**src/rtl/updn3_pkg.sv**
```systemverilog
package updn3_pkg;
  localparam int Modulus = 3;
  localparam int CountW  = 2;
  localparam int UpFrom  = Modulus - 2;
  localparam int DnFrom  = 1;

  typedef struct packed {
    logic stepUp;
    logic stepDown;
  } stepStrb_t;
endpackage

```
**src/rtl/updn3_ctrl.sv**
```systemverilog
module updn3_ctrl
  import updn3_pkg::*;
(
  input  logic              clk,
  input  logic              rst,
  input  logic              cntEn,
  input  logic              dirDown,
  input  logic [CountW-1:0] countVal,
  output stepStrb_t         strb,
  output logic              termFlag
);
  logic upHit;
  logic dnHit;

  always_comb begin
    strb.stepUp   = cntEn & ~dirDown & ~rst;
    strb.stepDown = cntEn &  dirDown & ~rst;
    upHit    = strb.stepUp   && (countVal == CountW'(UpFrom));
    dnHit    = strb.stepDown && (countVal == CountW'(DnFrom));
    termFlag = upHit | dnHit;
  end

  // the control never requests both directions in one cycle
  p_strobe_excl_r2: assert property (@(posedge clk) disable iff (rst)
    $onehot0(strb));

  // no flag while reset is held
  p_flag_reset_r1: assert property (@(posedge clk)
    rst |-> !termFlag);
endmodule

```
**src/rtl/updn3_datapath.sv**
```systemverilog
module updn3_datapath
  import updn3_pkg::*;
#(
  parameter bit ONE_HOT = 1'b0
) (
  input  logic              clk,
  input  logic              rst,
  input  stepStrb_t         strb,
  output logic [CountW-1:0] countVal
);
  localparam int StW = ONE_HOT ? Modulus : CountW;

  logic [StW-1:0] stReg;
  logic [StW-1:0] stNxt;

  generate
    if (ONE_HOT) begin : g_onehot
      localparam logic [StW-1:0] ZeroCode = StW'(1);
      logic legal;
      always_comb begin
        legal = (stReg == 3'b001) || (stReg == 3'b010) || (stReg == 3'b100);
        if (!legal)             stNxt = ZeroCode;
        else if (strb.stepUp)   stNxt = {stReg[1:0], stReg[2]};
        else if (strb.stepDown) stNxt = {stReg[0], stReg[2:1]};
        else                    stNxt = stReg;
        if (stReg[1])      countVal = 2'd1;
        else if (stReg[2]) countVal = 2'd2;
        else               countVal = 2'd0;
      end
      always_ff @(posedge clk) begin
        if (rst) stReg <= ZeroCode;
        else     stReg <= stNxt;
      end
    end else begin : g_binary
      always_comb begin
        unique case (stReg)
          2'd0:    stNxt = strb.stepUp ? 2'd1 : (strb.stepDown ? 2'd2 : 2'd0);
          2'd1:    stNxt = strb.stepUp ? 2'd2 : (strb.stepDown ? 2'd0 : 2'd1);
          2'd2:    stNxt = strb.stepUp ? 2'd0 : (strb.stepDown ? 2'd1 : 2'd2);
          default: stNxt = 2'd0;
        endcase
        countVal = (stReg == 2'd3) ? 2'd0 : stReg;
      end
      always_ff @(posedge clk) begin
        if (rst) stReg <= '0;
        else     stReg <= stNxt;
      end
    end
  endgenerate

  p_reset_r1: assert property (@(posedge clk)
    rst |=> (countVal == 2'd0));

  p_hold_r2: assert property (@(posedge clk) disable iff (rst)
    (!strb.stepUp && !strb.stepDown) |=> (countVal == $past(countVal)));

  p_up_r3: assert property (@(posedge clk) disable iff (rst)
    strb.stepUp |=> (countVal == (($past(countVal) == 2'd2) ? 2'd0 : $past(countVal) + 2'd1)));

  p_down_r4: assert property (@(posedge clk) disable iff (rst)
    strb.stepDown |=> (countVal == (($past(countVal) == 2'd0) ? 2'd2 : $past(countVal) - 2'd1)));

  p_range_r8: assert property (@(posedge clk) disable iff (rst)
    countVal != 2'd3);
endmodule

```
**src/rtl/mod3_updown_counter.sv**
```systemverilog
module mod3_updown_counter
  import updn3_pkg::*;
#(
  parameter bit ONE_HOT = 1'b0
) (
  input  logic       clk,
  input  logic       rst,
  input  logic       cntEn,
  input  logic       dirDown,
  output logic [1:0] count,
  output logic       termFlag
);
  stepStrb_t         strb;
  logic [CountW-1:0] countVal;

  updn3_ctrl u_ctrl (
    .clk      (clk),
    .rst      (rst),
    .cntEn    (cntEn),
    .dirDown  (dirDown),
    .countVal (countVal),
    .strb     (strb),
    .termFlag (termFlag)
  );

  updn3_datapath #(.ONE_HOT(ONE_HOT)) u_dp (
    .clk      (clk),
    .rst      (rst),
    .strb     (strb),
    .countVal (countVal)
  );

  assign count = countVal;

  p_flag_up_r5: assert property (@(posedge clk) disable iff (rst)
    (termFlag && !dirDown) |=> (count == 2'd2));

  p_flag_dn_r6: assert property (@(posedge clk) disable iff (rst)
    (termFlag && dirDown) |=> (count == 2'd0));
endmodule

```
**config.mk**
```make
export PLATFORM = sky130hd
export DESIGN_NAME = mod3_updown_counter
export DESIGN_NICKNAME = d
export VERILOG_FILES = /design/src/rtl/updn3_pkg.sv /design/src/rtl/updn3_ctrl.sv /design/src/rtl/updn3_datapath.sv /design/src/rtl/mod3_updown_counter.sv
export SDC_FILE = /design/constraint.sdc
export NUM_CORES = 1
export LEC_CHECK = 0
export BUFFER_PORTS_ARGS = -buffer_cell sky130_fd_sc_hd__buf_4
export CAP_MARGIN = 20
export CORE_AREA = 2 2 39 41
export DETAILED_ROUTE_END_ITERATION = 10
export DIE_AREA = 0 0 41 43
export HOLD_SLACK_MARGIN = 0.1
export SLEW_MARGIN = 0
export SYNTH_ARGS = -nofsm -noshare
export SYNTH_HDL_FRONTEND = slang
export SYNTH_HIERARCHICAL = 1
export SYNTH_SLANG_ARGS = --single-unit
```
**constraint.sdc**
```tcl
create_clock -name clk -period 1.5 [get_ports clk]
set_clock_uncertainty 0.2 [all_clocks]
set_input_delay 0.075 -clock clk [delete_from_list [all_inputs] [get_ports clk]]
set_output_delay 0.075 -clock clk [all_outputs]
set_load 0.05 [all_outputs]
```
Word-level counts from Yosys, hierarchy flattened

Cells that the tools add are included.

Memory bits (read-only): 0
RAM bits: 0
Memories kept: 0
Register bits: 2
Bits in latches: 0
Logic and storage cells: 23

$lt $le $gt $ge: 0
Shift-type cells: 0
Add/subtract/negate cells: 0
Reduce and logical (&&, ||, !) cells: 3
Eq/ne operators: 4
Muxes and demuxes: 8
Multiply operators: 0
Divide/modulo/power cells: 0
Bitwise operators: 7

Operator list:

| cell                                           | number |
|---|---|
| 2-to-1 mux 2 bit                               | 6 |
| case mux 2 bit (3 select lines)                | 1 |
| bitwise AND 1 bit                              | 4 |
| == test 2 x 1 -> 1 bit (second input constant) | 2 |
| == test 2 bit (second input constant)          | 2 |
| logical AND 1 bit                              | 2 |
| logical NOT 2 bit                              | 1 |
| NOT 1 bit                                      | 2 |
| 2-to-1 mux 1 bit                               | 1 |
| bitwise OR 1 bit                               | 1 |

Depth between registers and ports, before layout

Gate-level depths: netlist of the first run.

Depth in word-level cells: 5
Depth in mapped cells: 4

Hierarchy

The synthesis of the first run kept the hierarchy.

Modules (own cells, without submodules):

| module         | cells each | seq. area each (µm²) | instances | area each (µm²) |
|---|---|---|---|---|
| updn3_datapath | 14         | 40.0                 | 1         | 110.1 |
| updn3_ctrl     | 3          | 0.0                  | 1         | 30.0 |

Worst setup path before layout of the first run

No wires, ideal clock.

Kind: register to output
From: register u_dp.stReg[0]
To: output port termFlag
Data required time: 1,225 ps
Buffers on the path: 0
Slack: -158 ps
Arrival time: 1,383 ps
Stages on the path, launching flop included: 3
Cells stage by stage: dfxtp_1 > nor2b_2 > and4bb_2

Word-level cells in the longest chain between the ends: 5
Elaborated cells between the ends (all ways): 6

Ends and longest elaborated chain:

| what                                 | line                               | source |
|---|---|---|
| start, declared                      | updn3_datapath.sv:13               | `logic [StW-1:0] stReg;` |
| start signal, assigned               | updn3_datapath.sv:46               | `else stReg <= stNxt;` |
| == test 2 bit                        | updn3_datapath.sv:42               | `countVal = (stReg == 2'd3) ? 2'd0 : stReg;` |
| 2-to-1 mux 2 bit *                   | updn3_datapath.sv:42               |  |
| named net count[0]                   | mod3_updown_counter.sv:10          | `output logic [1:0] count,` |
| == test 2 x 1 -> 1 bit *             | updn3_ctrl.sv:18, updn3_ctrl.sv:19 |  |
| logical AND 1 bit (on tied branches) | updn3_ctrl.sv:18, updn3_ctrl.sv:19 |  |
| bitwise OR 1 bit *                   | updn3_ctrl.sv:20                   | `termFlag = upHit \| dnHit;` |
| end, declared                        | mod3_updown_counter.sv:11          | `output logic termFlag` |

The timed path passes the listed nets; every way through them passes the cells marked *.

Worst setup path in the final report of the first run

From: register u_dp.stReg[0]
To: output port termFlag

Word-level cells in the longest chain between the ends: 5
Elaborated cells between the ends (all ways): 6

Ends and longest elaborated chain:

| what                                 | line |
|---|---|
| == test 2 bit                        | updn3_datapath.sv:42 |
| 2-to-1 mux 2 bit *                   | updn3_datapath.sv:42 |
| == test 2 x 1 -> 1 bit *             | updn3_ctrl.sv:18, updn3_ctrl.sv:19 |
| logical AND 1 bit (on tied branches) | updn3_ctrl.sv:18, updn3_ctrl.sv:19 |
| bitwise OR 1 bit *                   | updn3_ctrl.sv:20 |

Every way passes the cells marked *; elsewhere a longest branch is shown, timed or not.

==> results of run 1 <==
==> routing by layer <==
metal / GRT usage / part of all wire
met1: 0.04153 / 0.36
met2: 0.08438 / 0.57
met3: 0.04712 / 0.069
met5: 0 / 0
met4: 0.06000 / 0
==> worst max-delay path by stage <==
stage | startpoint | to
after floorplan | u_dp/stReg[0] | termFlag
after global placement | u_dp/stReg[0] | termFlag
after detailed placement | u_dp/stReg[0] | termFlag
after CTS | u_dp/stReg[0] | termFlag
after global routing | u_dp/stReg[0] | termFlag
final | u_dp/stReg[0] | termFlag
==> power by group through the flow <==
stage          combinational, mW  sequential, mW  clock, mW
2_1_floorplan             0.0312          0.0607          0
3_3_place_gp              0.0482          0.0612          0
4_1_cts                   0.0537          0.0606      0.124
6_report                  0.0536          0.0612      0.117
3_5_place_dp              0.0486          0.0613          0
5_1_grt                   0.0578          0.0619      0.126
==> synth_stat cells <==
| library cell | instances | area (um^2) |
|---|---|---|
| sky130_fd_sc_hd__a21oi_1 | 1 | 5.000 |
| sky130_fd_sc_hd__a22oi_1 | 1 | 7.510 |
| sky130_fd_sc_hd__a31oi_1 | 1 | 6.260 |
| sky130_fd_sc_hd__and2b_1 | 1 | 7.510 |
| sky130_fd_sc_hd__and3b_2 | 1 | 10.01 |
| sky130_fd_sc_hd__and4bb_2 | 1 | 12.51 |
| sky130_fd_sc_hd__dfxtp_1 | 2 | 40.04 |
| sky130_fd_sc_hd__inv_1 | 1 | 3.750 |
| sky130_fd_sc_hd__nand2_1 | 1 | 3.750 |
| sky130_fd_sc_hd__nor2_1 | 3 | 11.26 |
| sky130_fd_sc_hd__nor2b_2 | 1 | 8.760 |
| sky130_fd_sc_hd__nor3b_1 | 2 | 15.01 |
| sky130_fd_sc_hd__xor2_1 | 1 | 8.760 |
==> worst reg2reg max path: stages (launching register included) <==
cell	delay [ps]
sky130_fd_sc_hd__dfxtp_2	330
sky130_fd_sc_hd__and2b_1	190
sky130_fd_sc_hd__buf_4	140
sky130_fd_sc_hd__a31oi_1	160
sky130_fd_sc_hd__a21oi_1	80
==> layout make-up <==
| class | instances | area (um^2) |
|---|---|---|
| clock buffer | 3 | 22.52 |
| fill | 157 | 1112 |
| inverter | 1 | 3.754 |
| multi-input combinational | 14 | 105.1 |
| sequential | 2 | 42.54 |
| tap | 16 | 20.02 |
| timing repair buffer | 9 | 77.57 |
==> timing repair <==
action / in CTS / in global routing
setup endpoints to repair: 1 / 1
setup buffers: 1 / 0
resized for setup: 2 / 2
endpoints found under the hold margin: 2 / 0
hold buffers: 1 / 0
==> kinds of logic (layout without fill, tap and decap cells) <==
logic type      Yosys count  in the layout
compound gates            3              3
simple gates             10             10
buf+inv                   1             13
xor+xnor                  1              1
flops                     2              2
==> results.txt, run 1 <==
In this run the vertical extent of the chip is 43 um. Setup repair after global routing left no endpoint under its margin. In this run, the number of DRC markers left after iteration 0 of detailed routing was 3. After detailed placement, the total cell area comes to 221.5 um^2. Counting tap cells, the placed design contains a total of 40 instances.

Multiplexer share of the synthesized area: 0. The total of endpoints with negative setup slack in the final report came out at 0. The area of the die was 1763 um^2; the overflow left after global routing was 0.

The number of buffer cells added on primary ports was 6; the switching fraction of total power was 0.2574. The end of the worst register-to-register path was u_dp/stReg[0]. DRC violation count after routing: 0.

The adder and majority cell fraction of the synthesized area was 0; the die boundary width was 41 um. Summing all non-filler instances in the final layout gives an area of 271.5 um^2. Across the VDD grid, the largest voltage drop is 0.1688 mV. The number of flip-flops in the largest register was 2; the maximum buffer depth of the clock tree was 2. The deepest level of the CTS H-tree was 1. The logs give 0 for the number of endpoints with negative hold slack in the final report and 6 for the Yosys warning count. The number of global-route vias before repair is 173. The number of top-level pins was 7.

The area fraction in and, or, nand and nor cells after synthesis came out at 0.4911. Clock share of power: 0.504. The flow ran to the end, and the final reports show no timing, DRC or antenna violations.

At the worst endpoint, the arrival time is 1180 ps. The design draws 0.2314 mW. For the effective utilization at floorplan, the log shows 0.1013. STA classifies the critical path endpoint as a primary output. Counting I/O delays and the setup requirement, the final critical path takes 1458 ps. By area, the combinational part of the netlist is dominated by simple AND/OR/NAND/NOR gates. The logs give 0.1962 for the final core area utilization and 280 ps for the setup slack on the worst flop-to-flop path. The total number of vias came out at 158. The tools report the fraction of power consumed by sequential logic as 0.264. In the final layout, the registers with the most flip-flops are u_dp/stReg: 2 flops.

The critical path runs through a total of 3 cells. The parity-gate share of the synthesized area counting xor and xnor cells came out at 0.06250. The tools report the reported max-cap violation count as 0. Dividing the synthesized area by the synthesized cell count gives 8.243 um^2.

The worst setup timing slack at the placement stage was 186.1 ps; the final standard cell count with taps included and fillers excluded was 45. The critical path class is reg2out. The sum of negative setup slack came out at 0 ps. After clock tree synthesis, the clock-pin slew on the worst setup and hold paths is 30 ps. The share of the clock period used by the worst path after layout is 0.9720. The signal on the critical path passes through and2b_1 -> and4bb_4 -> buf_8. The share of final-layout standard cells stronger than drive strength 1 came out at 0.5517.

The library cell used most frequently in the layout, excluding fill and tap cells, is sky130_fd_sc_hd__buf_4. Entering global routing, the biggest net connects 6 pins. The final max-slew violation count came out at 0.

The worst register-to-register path begins at u_dp/stReg[0]. The number of antenna diodes in the final layout is 0. The distinct cell type count after synthesis was 13; the length of the first detailed-routing pass in iterations was 2. The final weighted congestion of routability-driven global placement came out at 0.6688. Along the worst hold path, the cell count comes to 5. For the initial antenna violation count, the log shows 0. TritonCTS built the clock tree.

The first global-routing pass estimated 614 um of wire. For hold timing, the worst endpoint is u_dp/stReg[0]. The power density normalized to cell area was 852.2 nW/um^2; the worst setup slack after layout was 42.06 ps. Summed over all layers, the routed wires come to 361 um.

The number of nets in the finished design is 35, and the part of the power in combinational logic is 0.232. After detailed routing, the number of vias per cell comes to 3.511. The synthesized-area fraction occupied by ao, oa, aoi and oai cells was 0.1339. In the layout the commonest cells are 7 x sky130_fd_sc_hd__buf_4, 3 x sky130_fd_sc_hd__clkbuf_4, 3 x sky130_fd_sc_hd__nor2_1. The later pin in the worst-skew pair is clocked with a latency of 220 ps. For this design, the sink count on the clock tree is 2.

Row generation in the floorplan step produced 14 rows. The post-synthesis net count is 21, and the TritonCTS buffer count is 3. The netlist area before placement is 140.1 um^2, and the peak fanout along the critical path is 4. The number of buffer and inverter stages on the critical path works out to 1. The slew of the pin with the lowest slew margin came out at 164.3 ps. The number of cell instances on the worst register-to-register path came out at 4.

The tightest min-delay check is of the in2reg type. STA puts the critical path data required time at 1220 ps. The logs give 0.1718 mW for the internal portion of total power and 0.1213 nW for the leakage power. The largest stage delay on the critical path was 330 ps. The tightest hold path in the finished design has a slack of 154.3 ps. For the normalized max-slew margin, the log shows 0.8903. For the half-perimeter wire length after placement, the log shows 266.2 um.

Top cell family by delay on the critical path: simple AND/OR/NAND/NOR gates. Summed over all nets, the switching power comes to 0.05955 mW. The root buffer cell chosen for the clock tree is sky130_fd_sc_hd__clkbuf_4.

In this run the remaining antenna-violating nets after routing total 0. After floorplanning, the core was sized to cover 1384 um^2. The startpoint of the lowest-slack hold path was dirDown.

The area growth from synthesis to layout is 93.75%. The tools report the total global routing track utilization as 0.05812. Synthesis inferred 2 register bits.

The run gives 0.2857 as the post-synthesis sequential area ratio. The highest clock rate is 0.6859 GHz. STA classifies the critical path startpoint as a register. Synthesis produced a netlist whose cell count is 17.

The register with the most flip-flops in the final layout is u_dp/stReg. Dividing the detail-routed wire length by the instance count gives 8.022 um. For this design, the slowest cell found on the critical path is sky130_fd_sc_hd__dfxtp_2.
(Power assumes the default switching activity.)
==> run 2, diff against run 1 <==
- REMOVE_ABC_BUFFERS: default -> 1
- clock period: 1.5 -> 1.2 ns (I/O delays scaled with it)
==> results.txt, run 2 (synthesis results as in run 1) <==
The total global routing track utilization came out at 0.05405 (was 0.05812). Top routing layer in use: met3 (unchanged). Capturing element type of the critical path: a primary output (unchanged). The final-layout worst hold slack was -179.5 ps (was 154.3 ps). The initial detailed-routing violation count is 7 (was 3), and the number of buffer and inverter stages on the critical path is 1 (unchanged). The largest net degree at the start of global routing came out at 6 (unchanged). The top cell family by delay on the critical path is simple AND/OR/NAND/NOR gates (unchanged).

The wire length per cell was 7.854 um (was 8.022 um); the final weighted congestion of routability-driven global placement was 0.6151 (was 0.6688). The logs give 0.1411 nW (was 0.1213 nW) for the leakage power and 558 um (was 614 um) for the first-pass GRT wire length. Commonest non-fill, non-tap cell in the layout: sky130_fd_sc_hd__buf_4 (unchanged). The logs give 164 (was 173) for the number of global-route vias before repair and 0.7022 GHz for the highest clock rate. The tools report the length of the first detailed-routing pass in iterations as 3 (was 2). The largest stage delay on the critical path is 320 ps (was 330 ps). The total number of vias came out at 171 (was 158). The total of endpoints with negative setup slack in the final report was 4 (was 0); the TritonCTS buffer count was 3 (unchanged). Effective utilization at floorplan: 0.1013 (unchanged).

The critical path's slowest cell is sky130_fd_sc_hd__dfxtp_2 (unchanged). The peak fanout along the critical path is 3 (was 4), and the share of final-layout standard cells stronger than drive strength 1 is 0.5938 (was 0.5517). The signed area change from the synthesized netlist to the final layout was 114.3% (was 93.75%). The run gives 0.8897 (was 0.8903) as the normalized max-slew margin. The wire length the detailed router placed on met1 is 140 um (was 129 um), and the signal arrival time at the worst endpoint is 1160 ps (was 1180 ps).

Slew of the pin with the lowest slew margin: 165.1 ps (was 164.3 ps). The power density normalized to cell area came out at 1020 nW/um^2 (was 852.2 nW/um^2). The logs give 1 (unchanged) for the deepest level of the CTS H-tree and 48 (was 45) for the final standard cell count with taps included and fillers excluded. The number of rows in the core area was 14 (unchanged). The number of instances in the placed design came out at 44 (was 40). The clock transition at the registers of the reported paths is 30 ps (about the same). The number of cell instances on the worst register-to-register path was 5 (was 4).

The half-perimeter wire length after placement was 290.2 um (was 266.2 um). The number of nets with antenna violations after routing was 0 (unchanged). The run gives 0 (unchanged) as the reported max-cap violation count. The critical path launch point type is a register (unchanged). The detail-routed via count per cell was 3.563 (was 3.511); the clock net sink count was 2 (unchanged). For the required time of the critical path, the log shows 940 ps (was 1220 ps). The cell at the root of the clock tree is sky130_fd_sc_hd__clkbuf_4 (unchanged). The startpoint of the lowest-slack hold path is rst (was dirDown).

The class of the tightest hold or removal check was in2reg (unchanged). The worst setup timing slack at the placement stage is -38.94 ps (was 186.1 ps). The end of the worst register-to-register path was u_dp/stReg[0] (unchanged). The number of flip-flops in the largest register was 2 (unchanged). The register with the most flip-flops was u_dp/stReg (unchanged). The die outline height is 43 um (unchanged), and the initial antenna violation count is 0 (unchanged). The maximum buffer depth of the clock tree is 2 (unchanged), and the number of endpoints with negative hold slack in the final report is 2 (was 0). The area inside the core boundary is 1384 um^2 (unchanged), and the area of the die is 1763 um^2 (unchanged). Number of top-level pins: 7 (unchanged). The DRC violation count after routing is 0 (unchanged), and the number of nets in the finished design is 38 (was 35). The hold path depth is 2 (was 5), and the final antenna diode count is 0 (unchanged). The final routed wirelength across all metal layers was 377 um (was 361 um).

Critical Path, Cell by Cell: and2b_1 -> and4bb_2 -> buf_6 (was and2b_1 -> and4bb_4 -> buf_8). For the final max-slew violation count, the log shows 0 (unchanged). The checks that failed: hold timing, setup timing. Die boundary width: 41 um (unchanged). TritonCTS built the clock tree. Largest registers in the final layout: u_dp/stReg: 2 flops (unchanged). The setup slack on the worst flop-to-flop path is -120 ps (was 280 ps), and the number of buffer cells added on primary ports is 6 (unchanged). Critical path class: reg2out (unchanged). Worst setup slack after layout: -224.1 ps (was 42.06 ps). The overflow left after global routing came out at 0 (unchanged). For the latest clock arrival within the worst-skew pair, the log shows 230 ps (was 220 ps). Most frequent cells in the layout: 7 x sky130_fd_sc_hd__buf_4, 3 x sky130_fd_sc_hd__clkbuf_4, 3 x sky130_fd_sc_hd__buf_6, 3 x sky130_fd_sc_hd__nor2_1 (was 7 x sky130_fd_sc_hd__buf_4, 3 x sky130_fd_sc_hd__clkbuf_4, 3 x sky130_fd_sc_hd__nor2_1). The tools report the startpoint of the lowest-slack register-to-register path as u_dp/stReg[0] (unchanged). The tools report the worst ir drop on vdd as 0.1821 mV (was 0.1688 mV).

The worst path in the final design needs a cycle of 1424 ps, including I/O delays and setup. Setup repair after global routing could not meet its margin everywhere. The routed length on met2 is 216 um (was 206 um), and the share of the clock period used by the worst path after layout is 1.187.

The flow ran to the end, but the final reports show violations. The tools report the worst hold endpoint as u_dp/stReg[0] (unchanged). The wire length on met3 was 21 um (was 25 um).
## run 2: cell types whose count changed in the layout (fill, tap and decap cells not counted), sizes merged
cell         delta
buf             +4
dlygate4sd3     -1
## run 2: final cells by class
type	count	area, um^2
Clock buffer	3	22.52
Inverter	1	3.754
Multi-Input combinational cell	14	96.34
Tap cell	16	20.02
Sequential cell	2	41.29
Fill cell	157	1084
Timing Repair Buffer	12	116.4
## run 2: worst max path at each step
stage	startpoint	slack, ps	cells after the start	end
6_report	u_dp/stReg[0]	-220	3	termFlag
5_1_grt	u_dp/stReg[0]	-270	3	termFlag
2_1_floorplan	u_dp/stReg[0]	-440	2	termFlag
3_3_place_gp	u_dp/stReg[0]	-40	3	termFlag
4_1_cts	u_dp/stReg[0]	-240	3	termFlag
3_5_place_dp	u_dp/stReg[0]	-40	3	termFlag
## run 2: power breakdown
group	total, mW	leakage, nW	internal (mW)	switching [mW]
combinational	0.0831	0.111	0.0447	0.0384
sequential	0.0739	0.0168	0.0713	0.00256
clock	0.149	0.0138	0.110	0.0389
total	0.306	0.141	0.226	0.0798
## run 2: layer usage
layer	vias to the layer above	global-route usage
li1	91	-
met1	77	0.03822
met2	3	0.07500
met3	0	0.03141
met4	0	0.08000
met5	-	0
## run 2: worst reg2reg max path: stages, from the launching register on
cell                      delay, ps
sky130_fd_sc_hd__dfxtp_2        320
sky130_fd_sc_hd__and2b_1        180
sky130_fd_sc_hd__buf_4          130
sky130_fd_sc_hd__buf_6          110
sky130_fd_sc_hd__a31oi_1        170
sky130_fd_sc_hd__a21oi_1         90
## run 2: stage by stage
step,power [mW],util,setup TNS (ps),cell area [um^2]
CTS,0.3067,0.2061,-347.7,285.3
detailed placement,0.1448,0.1754,-60.89,242.7
global placement,0.1438,0.1754,-35.78,242.7
global route,0.3229,0.2170,-697.0,300.3
floorplan,0.1119,-,-786.9,140.1
finish,0.3062,0.2170,-513.6,300.3
## run 2: what timing repair did
item,4_1_cts,5_1_grt
endpoints found under the hold margin,2,2
resized for setup,6,2
pin swaps,3,0
cloned,0,0
endpoints found under the setup margin,4,4
buffers inserted,0,1
==> run 3, diff against run 2 <==
- BUFFER_PORTS_ARGS: -buffer_cell sky130_fd_sc_hd__buf_4 -> default
- DONT_BUFFER_PORTS: default -> 1
- GPL_ROUTABILITY_DRIVEN: default -> 1
==> results.txt, run 3 (synthesis results as in run 1) <==
The worst ir drop on vdd was 0.1853 mV (was 0.1821 mV). The run gives -235.8 ps (was -224.1 ps) as the worst setup slack after layout. The total global routing track utilization was 0.06206 (was 0.05405); the signal arrival time at the worst endpoint was 1180 ps (was 1160 ps). The run gives 169 (was 171) as the total number of vias.

The number of flip-flops in the largest register came out at 2 (unchanged). The share of the clock period used by the worst path after layout was 1.196 (was 1.187); the peak fanout along the critical path was 3 (unchanged). The hold path depth is 1 (was 2). The final routed wirelength across all metal layers is 362 um (was 377 um). Length of the first detailed-routing pass in iterations: 4 (was 3). Class of the tightest hold or removal check: in2reg (unchanged).

The effective utilization at floorplan came out at 0.1013 (unchanged). Post-layout minimum cycle time: 1436 ps (was 1424 ps). The slew of the pin with the lowest slew margin was 160.0 ps (was 165.1 ps).

The number of buffer cells added on primary ports was 0 (was 6). The normalized max-slew margin was 0.8931 (was 0.8897); the die outline height was 43 um (unchanged). The tools report the first-pass GRT wire length as 648 um (was 558 um). The final max-slew violation count is 0 (unchanged). The signed area change from the synthesized netlist to the final layout is 97.32% (was 114.3%), and the final antenna diode count is 0 (unchanged). TritonCTS built the clock tree. The leakage power is 0.1230 nW (was 0.1411 nW), and the number of instances in the placed design is 41 (was 44).

The tools report the number of rows in the core area as 14 (unchanged). The run gives 7 (unchanged) as the number of top-level pins. Commonest non-fill, non-tap cell in the layout: sky130_fd_sc_hd__buf_4 (unchanged). For the overflow left after global routing, the log shows 0 (unchanged). Register with the most flip-flops: u_dp/stReg (unchanged). The initial detailed-routing violation count is 2 (was 7).

The flow ran to the end, but the final reports show violations. The reported max-cap violation count was 0 (unchanged); the area of the die was 1763 um^2 (unchanged). The number of cell instances on the worst register-to-register path came out at 4 (was 5).

The tools report the startpoint of the lowest-slack hold path as rst (unchanged). The total of endpoints with negative setup slack in the final report was 3 (was 4); the number of nets in the finished design was 34 (was 38). Largest registers in the final layout: u_dp/stReg: 2 flops (unchanged). Latest clock arrival within the worst-skew pair: 230 ps (about the same). The cell at the root of the clock tree was sky130_fd_sc_hd__clkbuf_4 (unchanged). The share of final-layout standard cells stronger than drive strength 1 works out to 0.5714 (was 0.5938). Worst hold endpoint: u_dp/stReg[1] (was u_dp/stReg[0]). For the sum of negative setup slack, the log shows -295.0 ps (was -513.6 ps). Number of endpoints with negative hold slack in the final report: 2 (unchanged). The DRC violation count after routing was 0 (unchanged).

The tools report the source of the critical timing path as u_dp/stReg[0] (unchanged). The die boundary width was 41 um (unchanged); the final weighted congestion of routability-driven global placement was 0.6153 (was 0.6151). Most frequent cells in the layout: 4 x sky130_fd_sc_hd__buf_4, 3 x sky130_fd_sc_hd__clkbuf_4, 3 x sky130_fd_sc_hd__nor2_1 (was 7 x sky130_fd_sc_hd__buf_4, 3 x sky130_fd_sc_hd__clkbuf_4, 3 x sky130_fd_sc_hd__buf_6, 3 x sky130_fd_sc_hd__nor2_1).

The tools report the number of global-route vias before repair as 182 (was 164). The initial antenna violation count is 0 (unchanged), and the detail-routed via count per cell is 3.841 (was 3.563). The clock transition at the registers of the reported paths was 30 ps (about the same); the wire length per cell was 8.227 um (was 7.854 um). The tools report the end of the worst register-to-register path as u_dp/stReg[0] (unchanged). The clock net sink count is 2 (unchanged). The maximum buffer depth of the clock tree was 2 (unchanged). The highest clock rate was 0.6965 GHz (was 0.7022 GHz); the required time of the critical path was 940 ps (about the same). The tools report the critical path launch point type as a register (unchanged). Startpoint of the lowest-slack register-to-register path: u_dp/stReg[0] (unchanged). The tools report the setup slack on the worst flop-to-flop path as 10 ps (was -120 ps).

The deepest level of the CTS H-tree came out at 1 (unchanged). The run gives 232.7 um^2 (was 242.7 um^2) as the post-placement cell area. For the final standard cell count with taps included and fillers excluded, the log shows 44 (was 48). For the largest net degree at the start of global routing, the log shows 6 (unchanged). Final design instance area without fill: 276.5 um^2 (was 300.3 um^2). Critical path class: reg2out (unchanged). TritonCTS buffer count: 3 (unchanged). The power density normalized to cell area came out at 1079 nW/um^2 (was 1020 nW/um^2). Number of nets with antenna violations after routing: 0 (unchanged). The capturing element type of the critical path is a primary output (unchanged).

For the area inside the core boundary, the log shows 1384 um^2 (unchanged). Setup repair after global routing could not meet its margin everywhere. Failing checks: hold timing, setup timing (unchanged). For the final-layout worst hold slack, the log shows -306.4 ps (was -179.5 ps).
-- run 3: cell types whose count changed in the layout (fill, tap and decap cells not counted) --
cell | previous run | this run
sky130_fd_sc_hd__buf_12 | 0 | 1
sky130_fd_sc_hd__buf_4 | 7 | 4
sky130_fd_sc_hd__buf_6 | 3 | 1
sky130_fd_sc_hd__dfxtp_1 | 1 | 0
sky130_fd_sc_hd__dfxtp_2 | 1 | 2
-- run 3: area by class of cell --
| cell class | instances | area, um^2 |
|---|---|---|
| Tap cell | 16 | 20.02 |
| Timing Repair Buffer | 8 | 91.34 |
| Sequential cell | 2 | 42.54 |
| Clock buffer | 3 | 22.52 |
| Inverter | 1 | 3.754 |
| Fill cell | 151 | 1107 |
| Multi-Input combinational cell | 14 | 96.34 |
-- run 3: what timing repair did --
action	in CTS	in global routing
pin swaps	3	3
hold endpoints to repair	2	2
setup buffers	1	0
resized for setup	6	1
endpoints found under the setup margin	4	4
-- run 3: worst max path at each step --
stage,end,slack [ps],cells past startpoint
after floorplan,termFlag,-440,2
after global placement,termFlag,-20,3
after detailed placement,termFlag,-30,3
after CTS,termFlag,-250,3
after global routing,termFlag,-300,3
final,termFlag,-240,3
-- run 3: critical path, stage by stage (launching register included) --
cell and delay, ps:
sky130_fd_sc_hd__dfxtp_2 310, sky130_fd_sc_hd__and2b_1 180, sky130_fd_sc_hd__and4bb_2 320, sky130_fd_sc_hd__buf_12 140
-- run 3: where the power goes --
part	total [mW]	leakage [nW]	internal [mW]	switching, mW
Sequential	0.0743	0.0172	0.0717	0.00256
Clock	0.154	0.0138	0.111	0.0429
Combinational	0.0704	0.0921	0.0363	0.0341
Total	0.298	0.123	0.219	0.0795
-- run 3: metrics by stage --
step                      utilization  setup slack [ps]  power (mW)
after floorplan                     -            -442.8      0.1119
after global placement         0.1682            -20.20      0.1363
after detailed placement       0.1682            -27.22      0.1371
after CTS                      0.1989            -251.3      0.3066
after global routing           0.1998            -299.6      0.3227
final                          0.1998            -235.8      0.2983
-- run 3: per-layer routing --
metal,vias up,share of wire,track usage
met1,79,0.31,0.05096
met4,0,0,0.08000
met5,-,0,0
li1,82,-,-
met2,8,0.59,0.08750
met3,0,0.10,0.03141
